File: src/rtl/spi_ctl_pkg.sv
package spi_ctl_pkg;
  localparam int DEF_FRAME_W  = 16;
  localparam int DEF_ADDR_W   = 2;
  localparam int DEF_DATA_W   = 8;
  localparam int DEF_COMMON_W = 6;
  localparam int DEF_SYNC     = 2;
endpackage

File: src/rtl/spi_pin_sync.sv
module spi_pin_sync #(
  parameter int STAGES = 2
) (
  input  logic clk,
  input  logic rst_n,
  input  logic sclk_i,
  input  logic csn_i,
  input  logic mosi_i,
  output logic sclk_rise,
  output logic sclk_fall,
  output logic cs_start,
  output logic cs_end,
  output logic mosi_s
);
  // bit 2: select, bit 1: clock, bit 0: data
  localparam logic [2:0] IDLE = 3'b100;

  logic [STAGES-1:0][2:0] stage_q;
  logic [1:0]             prev_q;
  logic                   csn_s, sclk_s;

  always_ff @(posedge clk or negedge rst_n) begin
    if (!rst_n) begin
      stage_q <= {STAGES{IDLE}};
      prev_q  <= 2'b10;
    end else begin
      stage_q <= {stage_q[STAGES-2:0], {csn_i, sclk_i, mosi_i}};
      prev_q  <= {csn_s, sclk_s};
    end
  end

  assign csn_s     = stage_q[STAGES-1][2];
  assign sclk_s    = stage_q[STAGES-1][1];
  assign mosi_s    = stage_q[STAGES-1][0];
  assign sclk_rise = sclk_s & ~prev_q[0];
  assign sclk_fall = ~sclk_s & prev_q[0];
  assign cs_start  = ~csn_s & prev_q[1];
  assign cs_end    = csn_s & ~prev_q[1];
endmodule

File: src/rtl/spi_frame_shifter.sv
module spi_frame_shifter #(
  parameter int FRAME_W = 16
) (
  input  logic               clk,
  input  logic               rst_n,
  input  logic               sclk_rise,
  input  logic               sclk_fall,
  input  logic               cs_start,
  input  logic               cs_end,
  input  logic               mosi_s,
  input  logic [FRAME_W-1:0] status_i,
  output logic               miso_o,
  output logic               miso_oe_o,
  output logic [FRAME_W-1:0] frame_o,
  output logic               commit_o
);
  localparam int CNT_W = $clog2(FRAME_W);
  localparam logic [CNT_W-1:0] LAST = CNT_W'(FRAME_W - 1);

  logic [FRAME_W-1:0] in_q, in_d, out_q, out_d;
  logic [CNT_W-1:0]   cnt_q, cnt_d;
  logic               wrap_q, wrap_d, act_q, act_d, en;

  always_comb begin
    in_d   = in_q;
    out_d  = out_q;
    cnt_d  = cnt_q;
    wrap_d = wrap_q;
    act_d  = act_q;
    if (cs_start) begin
      act_d  = 1'b1;
      out_d  = status_i;
      cnt_d  = '0;
      wrap_d = 1'b0;
    end else if (act_q) begin
      if (sclk_fall) begin
        in_d = {in_q[FRAME_W-2:0], mosi_s};
        if (cnt_q == LAST) begin
          cnt_d  = '0;
          wrap_d = 1'b1;
        end else begin
          cnt_d = cnt_q + 1'b1;
        end
      end
      // the first rising edge of a frame only presents the status MSB
      if (sclk_rise && (cnt_q != '0 || wrap_q))
        out_d = {out_q[FRAME_W-2:0], in_q[0]};
      if (cs_end)
        act_d = 1'b0;
    end
  end

  assign en = cs_start | (act_q & (sclk_fall | sclk_rise | cs_end));

  always_ff @(posedge clk or negedge rst_n) begin
    if (!rst_n) begin
      in_q   <= '0;
      out_q  <= '0;
      cnt_q  <= '0;
      wrap_q <= 1'b0;
      act_q  <= 1'b0;
    end else if (en) begin
      in_q   <= in_d;
      out_q  <= out_d;
      cnt_q  <= cnt_d;
      wrap_q <= wrap_d;
      act_q  <= act_d;
    end
  end

  assign miso_o    = act_q & out_q[FRAME_W-1];
  assign miso_oe_o = act_q;
  assign frame_o   = in_q;
  assign commit_o  = cs_end & act_q & wrap_q & (cnt_q == '0);
endmodule

File: src/rtl/spi_reg_bank.sv
module spi_reg_bank #(
  parameter int ADDR_W   = 2,
  parameter int DATA_W   = 8,
  parameter int COMMON_W = 6
) (
  input  logic                        clk,
  input  logic                        rst_n,
  input  logic                        commit,
  input  logic [ADDR_W-1:0]           addr,
  input  logic [DATA_W-1:0]           data,
  input  logic [COMMON_W-1:0]         common,
  output logic [(2**ADDR_W)*DATA_W-1:0] bank_o,
  output logic [COMMON_W-1:0]         common_o
);
  localparam int NREG = 2 ** ADDR_W;

  for (genvar g = 0; g < NREG; g++) begin : g_reg
    logic [DATA_W-1:0] val_q;
    logic              we;
    assign we = commit && (addr == ADDR_W'(g));
    always_ff @(posedge clk or negedge rst_n) begin
      if (!rst_n)  val_q <= '0;
      else if (we) val_q <= data;
    end
    assign bank_o[g*DATA_W +: DATA_W] = val_q;
  end

  always_ff @(posedge clk or negedge rst_n) begin
    if (!rst_n)      common_o <= '0;
    else if (commit) common_o <= common;
  end
endmodule

File: src/rtl/spi_ctl_slave.sv
module spi_ctl_slave
  import spi_ctl_pkg::*;
#(
  parameter int FRAME_W     = DEF_FRAME_W,
  parameter int ADDR_W      = DEF_ADDR_W,
  parameter int DATA_W      = DEF_DATA_W,
  parameter int COMMON_W    = DEF_COMMON_W,
  parameter int SYNC_STAGES = DEF_SYNC
) (
  input  logic                          clk,
  input  logic                          rst_n,
  input  logic                          spi_sclk,
  input  logic                          spi_csn,
  input  logic                          spi_mosi,
  output logic                          spi_miso,
  output logic                          spi_miso_oe,
  input  logic [FRAME_W-1:0]            status_i,
  output logic [(2**ADDR_W)*DATA_W-1:0] ctl_bank_o,
  output logic [COMMON_W-1:0]           common_o
);
  localparam int NREG = 2 ** ADDR_W;
  localparam int DATA_LSB = FRAME_W - ADDR_W - DATA_W;

  logic sclk_rise_w, sclk_fall_w, cs_start_w, cs_end_w, mosi_w, commit_w;
  logic [FRAME_W-1:0] frame_w;

  spi_pin_sync #(.STAGES(SYNC_STAGES)) u_sync (
    .clk(clk), .rst_n(rst_n),
    .sclk_i(spi_sclk), .csn_i(spi_csn), .mosi_i(spi_mosi),
    .sclk_rise(sclk_rise_w), .sclk_fall(sclk_fall_w),
    .cs_start(cs_start_w), .cs_end(cs_end_w), .mosi_s(mosi_w)
  );

  spi_frame_shifter #(.FRAME_W(FRAME_W)) u_shift (
    .clk(clk), .rst_n(rst_n),
    .sclk_rise(sclk_rise_w), .sclk_fall(sclk_fall_w),
    .cs_start(cs_start_w), .cs_end(cs_end_w), .mosi_s(mosi_w),
    .status_i(status_i),
    .miso_o(spi_miso), .miso_oe_o(spi_miso_oe),
    .frame_o(frame_w), .commit_o(commit_w)
  );

  spi_reg_bank #(.ADDR_W(ADDR_W), .DATA_W(DATA_W), .COMMON_W(COMMON_W)) u_bank (
    .clk(clk), .rst_n(rst_n), .commit(commit_w),
    .addr(frame_w[FRAME_W-1 -: ADDR_W]),
    .data(frame_w[DATA_LSB +: DATA_W]),
    .common(frame_w[COMMON_W-1:0]),
    .bank_o(ctl_bank_o), .common_o(common_o)
  );
endmodule

File: config.mk
export PLATFORM = sky130hd
export DESIGN_NAME = spi_ctl_slave
export DESIGN_NICKNAME = d
export VERILOG_FILES = /design/src/rtl/spi_ctl_pkg.sv /design/src/rtl/spi_pin_sync.sv /design/src/rtl/spi_frame_shifter.sv /design/src/rtl/spi_reg_bank.sv /design/src/rtl/spi_ctl_slave.sv
export SDC_FILE = /design/constraint.sdc
export NUM_CORES = 1
export LEC_CHECK = 0
export BUFFER_PORTS_ARGS = -buffer_cell sky130_fd_sc_hd__buf_2
export CORE_ASPECT_RATIO = 1.2
export CORE_MARGIN = 2
export CORE_UTILIZATION = 35
export DETAILED_ROUTE_END_ITERATION = 16
export GPL_TIMING_DRIVEN = 1
export RECOVER_POWER = 25
export SYNTH_ARGS = -nofsm -noshare
export SYNTH_HDL_FRONTEND = slang
export SYNTH_SLANG_ARGS = --single-unit
File: constraint.sdc
create_clock -name clk -period 3.1 [get_ports clk]
set_input_delay 0.62 -clock clk [delete_from_list [all_inputs] [get_ports clk]]
set_output_delay 0.62 -clock clk [all_outputs]
set_load 0.005 [all_outputs]
**Word-level counts from Yosys, hierarchy flattened**

Cells that the tools add are included.

- Bits in registers: 84
- Bits of input ports: 21
- Output and inout port bits: 40
- Logic and storage cells: 66

- Add/sub/neg operators: 1
- Eq/ne operators: 4
- Mux-type cells: 14
- Bitwise gates (word level): 17
- Reduce and logical (&&, ||, !) cells: 17

Operators with widths:

| cell | count |
|---|---|
| $mux 16 | 3 |
| $mux 4 | 4 |
| $and 1x1->1 | 9 |
| $reduce_and 4->1 | 2 |
| $reduce_bool 2->1 | 4 |
| $mux 1 | 7 |
| $reduce_and 3->1 | 2 |
| $logic_and 1x1->1 | 5 |
| $not 1->1 | 5 |
| $add 4x1->4 const B | 1 |
| $eq 2x2->1 const B | 2 |
| $eq 4x4->1 const B | 1 |
| $logic_not 4->1 | 1 |
| $reduce_bool 4->1 | 1 |
| $or 1x1->1 | 3 |
| $eq 2x1->1 const B | 1 |
| $logic_not 2->1 | 1 |
| $logic_or 1x1->1 | 1 |

**Logic depth before layout (Yosys ltp)**

Gate-level depths: netlist (run 1).

- Depth after elaboration: 7
- Gate-level depth with buffers: 7
- Depth with buffers taken out: 6

**By module**

Synthesis (run 1) repeated with hierarchy kept, for this count alone.

- Cells, all modules: 257
- Area total of the unflattened synthesis: 3443.3 sq um

Modules (own cells, without submodules):

| module | instances | cells each | area an instance (sq um) | seq. area each (sq um) |
|---|---|---|---|---|
| spi_frame_shifter | 1 | 164 | 1762.9 | 950.9 |
| spi_reg_bank | 1 | 81 | 1441.4 | 950.9 |
| spi_pin_sync | 1 | 12 | 239.0 | 203.9 |

**Worst setup path before layout (run 1)**

Ideal clock, no wire load.

- Path type: reg-to-reg
- Start: reg u_shift.cnt_q[0]
- End: reg u_bank.g_reg[2].val_q[0]
- Library setup time: 0.125 ns
- Arrival: 1.820 ns
- Required time: 2.975 ns
- Slack: 1.155 ns
- Stages on the path, launching flop included: 8
- Path buffers: 1
- Period minus slack after synthesis: 1.945 ns
- Cells stage by stage: dfrtp_1 inv_1 ha_1 nand2b_4 nor4_4 and3b_1 buf_6 mux2_4

- Cells in the longest elaborated chain, start to end: 3

RTL lines:

| item | line | text |
|---|---|---|
| from (decl) | spi_frame_shifter.sv:21 | `logic [CNT_W-1:0] cnt_q, cnt_d;` |
| from (signal assigned) | spi_frame_shifter.sv:65 | `cnt_q <= cnt_d;` |
| $logic_not 4->1 | spi_frame_shifter.sv:74 | `assign commit_o = cs_end & act_q & wrap_q & (cnt_q == '0);` |
| $and 1x1->1 | spi_frame_shifter.sv:74 |  |
| $logic_and 1x1->1 | spi_reg_bank.sv:20 | `assign we = commit && (addr == ADDR_W'(g));` |
| to (signal assigned) | spi_reg_bank.sv:23 | `else if (we) val_q <= data;` |
| to (decl) | spi_reg_bank.sv:18 | `logic [DATA_W-1:0] val_q;` |

Every way passes these cells.
A chain may end at the register's enable or synchronous reset.

**Worst setup path in the final report (run 1)**

- Start: reg u_sync.stage_q (netlist bit u_sync.csn_s)
- End: reg u_bank.g_reg[2].val_q[4]

- Cells in the longest elaborated chain, start to end: 5

RTL lines:

| item | line | text |
|---|---|---|
| from (decl) | spi_pin_sync.sv:18 | `logic [STAGES-1:0][2:0] stage_q;` |
| from (signal assigned) | spi_pin_sync.sv:24 | `stage_q <= {STAGES{IDLE}};` |
| from (signal assigned) | spi_pin_sync.sv:27 | `stage_q <= {stage_q[STAGES-2:0], {csn_i, sclk_i, mosi_i}};` |
| $and 1x1->1 | spi_pin_sync.sv:38 | `assign cs_end = csn_s & ~prev_q[1];` |
| $and 1x1->1 (3 in series) | spi_frame_shifter.sv:74 |  |
| $logic_and 1x1->1 | spi_reg_bank.sv:20 |  |

Every way passes these cells.

==> flow_summary.ini, run 1 <==
[detailed_routing]
vias_per_cell = 4.76
vias = 2069
dr.first_iter.drc_count = 77
drt-pass1-iter-count = 6
drc = 0
ant_nets = 0
wl_per_cell_um = 14.8
totalWireLength_um = 6450

[cts]
cts_tree = yes
cts.htree.levels = 3
ctsHoldBuffers = 0
cts_resized = 0
clockBufferDepth = 2
cts.sinks = 84
clkTransAtPathRegs_ps = 60
cts_buffers = 9
cts_setup_buffers = 0
clock-root-buffer = clkbuf_16
clk_latency_ps = 330

[sta]
fmax_ghz = 0.453
hold_viol_final = 0
worst_pin_slew_ps = 2020
min_period_ps = 2210
tns_ps = 0
fin_skew_ps = 8.87
rsz0062_at_grt = no
finalSetupViolCount = 0
maxSlewHeadroom_pct = -34.9
report.final.slew_viol_count = 85
fin_crit_sh_pct = 71.2

[placed_design]
portBuffers = 60
place_congestion = 0.686
dp_cells = 419
hpwl_um = 4350

[worst_setup_path]
crit_type = reg -> reg
cp-start-kind = register
slowest_delay_ps = 610
crit_buf_inv = 1
crit_path_cell_trace = nand2b_4 > nor4_4 > buf_4 > and3b_1 > mux2_4
required_ps = 3310
worstPathArrival_ps = 2420
crit_slowest_cell = dfstp_1
crit_fanout = 10
critical_path.top_delay_family = simple AND/OR/NAND/NOR gates
cp-end-kind = register

[run]
max_cap_viol_count = 1

[floorplanning]
dieArea_um2 = 10700
ios = 61
die_x_um = 94.7
core.rowCount = 39
initial_core_util_pct = 36.1
fp.dieH_um = 113
core_area_um2 = 9560

[yosys]
synth.largest_area_cell = dfrtp_1
ys.flop_type = dfrtp_1
ys_top_cells_by_area = dfrtp_1, mux2_2, mux2i_1
synth.top_cell.area_share_pct = 58.7
syn_inst = 241
yosysUniqueCellTypes = 34
syn_avg_cell_area_um2 = 14.3
yosysSeqAreaShare_pct = 61.0
synthesis.area_um2 = 3450
synth_fp_nets = 266
synth-edff-count = 0
yosys_warnings = 0
synth_seq_cells = 84
ys_async_sr_fraction_pct = 100

[finish]
post-route-util_pct = 43.8
stdcell_count = 435
antenna_cells = 0
syn_to_final_growth_pct = 21.2
layout-drive-gt1-share_pct = 44.2
nNetsFinal = 332

[global_route]
track_usage_pct = 13.0
grt-ovfl-total = 0
grt_pass1_wl_um = 10800
grt_pass1_vias = 2190
grt_max_degree = 85
antenna_found_initial = 0

[pwr]
peakVddDrop_mv = 0.308
p_leak_nw = 2.08
p_per_area_nw_per_um2 = 603

[run_status]
violations = capacitance limit, slew limit
outcome = finished, violations left

[hold_path]
hold_path_class = reg -> reg
Yosys cell counts (2+ instances only):
| library cell | number |
|---|---|
| dfrtp_1 | 81 |
| mux2_2 | 42 |
| nor2_1 | 21 |
| a21oi_1 | 18 |
| mux2i_1 | 17 |
| mux2_4 | 8 |
| nand2_1 | 7 |
| buf_6 | 4 |
| clkbuf_1 | 4 |
| ha_1 | 4 |
| inv_1 | 4 |
| mux2_1 | 4 |
| dfstp_2 | 3 |
| and3b_1 | 2 |
| nand2b_4 | 2 |
| nor4b_1 | 2 |
sequential cells by signal (all words and copies together), names as in the netlist:
signal             count
u_shift.wrap_q         1
u_shift.cnt_q          4
u_shift.out_q         16
u_shift.frame_o       16
u_sync.mosi_s          1
u_sync.sclk_s          1
u_bank.common_o        6
u_sync.csn_s           1
u_shift.miso_oe_o      1
u_sync.stage_q         3
u_sync.prev_q          2
u_bank.g.val_q        32
cells in the final DEF, fill, tap and decap left out, types with 4 or more instances in the layout:
cell and n:
a21oi_1 18, mux2i_1 17, nor2_1 21, buf_4 4
ha_1 4, nand2_1 7, clkbuf_16 9, mux2_2 42
dfrtp_1 81, mux2_4 8, buf_2 59, inv_1 4
mux2_1 4
logic make-up (layout without fill, tap and decap cells):
| logic type | Yosys count | count (layout) | synth area share (%) |
|---|---|---|---|
| flops | 84 | 84 | 61.0 |
| fa+ha+maj | 4 | 4 | 1.45 |
| simple gates | 43 | 43 | 6.99 |
| buf+inv | 13 | 84 | 2.39 |
| compound gates | 26 | 26 | 4.78 |
| mux | 71 | 71 | 23.4 |
final timing paths:
| check | start | to | slack, ps | cells after the start |
|---|---|---|---|---|
| min in group asynchronous | rst_n | u_shift.out_q[13] | 860 | 1 |
| setup / recovery | u_sync.csn_s | u_bank.g_reg[2].val_q[4] | 890 | 5 |
| hold / removal | u_sync.stage_q[1] | u_sync.sclk_s | 350 | 0 |
| max in group asynchronous | rst_n | u_shift.frame_o[10] | 1040 | 1 |
| setup reg to reg | u_sync.csn_s | u_bank.g_reg[2].val_q[4] | 890 | 5 |
| hold reg to reg | u_sync.stage_q[1] | u_sync.sclk_s | 350 | 0 |
routing by layer:
metal  up-vias  global-route usage, %  wire length, um
li1        975                      -                -
met1      1039                   16.7             3030
met2        53                   20.5             3080
met3         2                   3.99              331
met4         0                   4.93               16
met5         -                      0                0
layout make-up:
type | instances | area (um2)
fill | 905 | 5380
sequential | 84 | 2110
multi-input combinational | 144 | 1260
timing repair buffer | 64 | 330
clock buffer | 11 | 233
tap | 123 | 154
clock inverter | 5 | 83.8
inverter | 4 | 15.0
worst reg2reg max path: stages, from the launching register on:
cell and delay (ps):
dfstp_1 610, nand2b_4 110, nor4_4 250, buf_4 220
and3b_1 550, mux2_4 360
stage by stage:
step	hold WS (ps)	instance area [um2]	worst slack, ps	total power (W)
2_1_floorplan	324	3450	1150	0.00134
3_3_place_gp	341	3870	926	0.00141
3_5_place_dp	344	3870	910	0.00142
4_1_cts	356	4190	858	0.00257
5_1_grt	371	4190	621	0.00265
6_report	355	4190	893	0.00252
where the power goes:
part | switching (W) | internal, W | leakage [nW]
sequential | 0.0000534 | 0.00117 | 1.09
combinational | 0.0000843 | 0.0000834 | 0.841
clock | 0.000423 | 0.000709 | 0.146
total | 0.000561 | 0.00196 | 2.08
(Power assumes the default switching activity.)
==> inputs of run 2 (changes only) <==
- clock period: 3.1 -> 2.1 ns (I/O delays scaled with it)
==> run 2 against run 1 <==
Compared with the run above:
- the flow still finishes with violations (capacitance limit, slew limit)
- first-iteration DRC count decreased by 9.1%
- die area unchanged
- sequential power increased by 48%
- largest cell class unchanged
==> flow_summary.ini, run 2 (same netlist as run 1, synthesis figures left out) <==
[floorplanning]
fp.dieH_um = 113
ios = 61
die_x_um = 94.7
initial_core_util_pct = 36.1
core_area_um2 = 9560
core.rowCount = 39
dieArea_um2 = 10700

[finish]
final_cell_mix = dfrtp_1, buf_2, mux2_2
syn_to_final_growth_pct = 24.3
top_register = u_bank.g.val_q
final_common_cell = dfrtp_1
antenna_cells = 0
nNetsFinal = 346
layout-drive-gt1-share_pct = 46.9
largest_reg_flops = 32
post-route-util_pct = 44.9

[sta]
tns_ps = 0
fin_skew_ps = 6.85
finalSetupViolCount = 0
rsz0062_at_grt = no
fin_ws_ps = 197
fin_hold_ws_ps = 191
worst_pin_slew_ps = 1830
hold_viol_final = 0
maxSlewHeadroom_pct = -22.3
min_period_ps = 1900
report.final.slew_viol_count = 33
fin_crit_sh_pct = 90.6
fmax_ghz = 0.525

[pwr]
p_leak_nw = 2.15
p_per_area_nw_per_um2 = 847
peakVddDrop_mv = 0.484
p_total_w = 0.00364

[detailed_routing]
vias = 2138
wl_per_cell_um = 14.8
vias_per_cell = 4.76
totalWireLength_um = 6620
ant_nets = 0
dr.first_iter.drc_count = 70
drt-pass1-iter-count = 4
drc = 0

[worst_setup_path]
crit_fanout = 8
ff2ff_setup_slack_ps = 200
rr_worst_depth = 7
cp-end-kind = register
required_ps = 2310
crit_type = reg -> reg
cp-start-kind = register
crit_slowest_cell = and3_2
r2r_end = u_bank.g_reg[3].val_q[3]
timing.rr.start = u_shift.cnt_q[1]
slowest_delay_ps = 390
worstPathArrival_ps = 2110
crit_path_cell_trace = inv_1 > ha_1 > buf_4 > nand2b_4 > nor4_4 > and3_2 > mux2_2

[placed_design]
detailedPlace.worstSlack_ps = -49.4
hpwl_um = 4610
portBuffers = 60
place_congestion = 0.719

[cts]
clk_latency_ps = 330
clkTransAtPathRegs_ps = 60
cts_buffers = 9
ctsHoldBuffers = 0
clockBufferDepth = 2
cts.htree.levels = 3
clock-root-buffer = clkbuf_16
cts.sinks = 84
cts_tree = yes

[global_route]
grt_max_degree = 37
grt_pass1_vias = 2329
track_usage_pct = 13.6
grt-ovfl-total = 0
antenna_found_initial = 0
grt_pass1_wl_um = 11500

[run_status]
outcome = finished, violations left
violations = capacitance limit, slew limit

[hold_path]
min_to = u_sync.stage_q[2]
hold_path_class = in -> reg
hp-start = spi_csn
hold_depth = 1

[run]
max_cap_viol_count = 1
-- run 2: layout make-up --
type                       count  area (um2)
timing repair buffer          78         459
clock inverter                 5        60.1
inverter                       4        15.0
sequential                    84        2110
multi-input combinational    144        1270
tap                          123         154
clock buffer                  11         233
fill                         930        5270
-- run 2: worst max-delay path, delay by kind of cell (launching register included) --
family / cells / cell delay (ps)
and+or+nand+nor: 3 / 710
DFF: 1 / 380
muxes: 1 / 370
buffers and inverters: 2 / 180
adders and majority gates: 1 / 160
-- run 2: report_power, final --
group / switching, W / total, W / internal [W] / leakage, nW
combinational: 0.000137 / 0.000282 / 0.000145 / 0.916
sequential: 0.0000760 / 0.00181 / 0.00173 / 1.09
clock: 0.000623 / 0.00155 / 0.000926 / 0.140
total: 0.000836 / 0.00364 / 0.00280 / 2.15
-- run 2: worst max path at each step --
stage | startpoint | endpoint | slack [ps] | cells past startpoint
finish | u_shift.cnt_q[1] | u_bank.g_reg[3].val_q[3] | 200 | 7
global route | rst_n | u_shift.cnt_q[3] | 80 | 1
CTS | u_shift.cnt_q[1] | u_bank.g_reg[3].val_q[0] | 40 | 7
detailed placement | u_sync.sclk_s | u_shift.out_q[6] | -50 | 5
global placement | u_sync.sclk_s | u_shift.out_q[4] | -2 | 5
floorplan | u_shift.cnt_q[0] | u_bank.g_reg[2].val_q[0] | 150 | 7
-- run 2: metal layers --
metal  routed length, um  part of all wire [%]  global-route usage [%]  vias to the layer above
met4                  66                   1.0                    3.77                        0
met5                   0                     0                       0                        -
met1                3060                    46                    18.3                     1062
li1                    -                     -                       -                     1012
met2                3070                    46                    21.4                       57
met3                 424                   6.4                    4.33                        7
-- run 2: metrics by stage --
step	cells	instance area [um2]
3_3_place_gp	432	3980
4_1_cts	449	4300
5_1_grt	449	4290
3_5_place_dp	432	3980
6_report	449	4290
2_1_floorplan	241	3450
-- run 2: what timing repair did --
| action | in CTS | in global routing |
|---|---|---|
| buffers inserted | 1 | 0 |
| setup endpoints to repair | 16 | 8 |
| pin swaps | 1 | 0 |
| gates resized for setup | 0 | 1 |
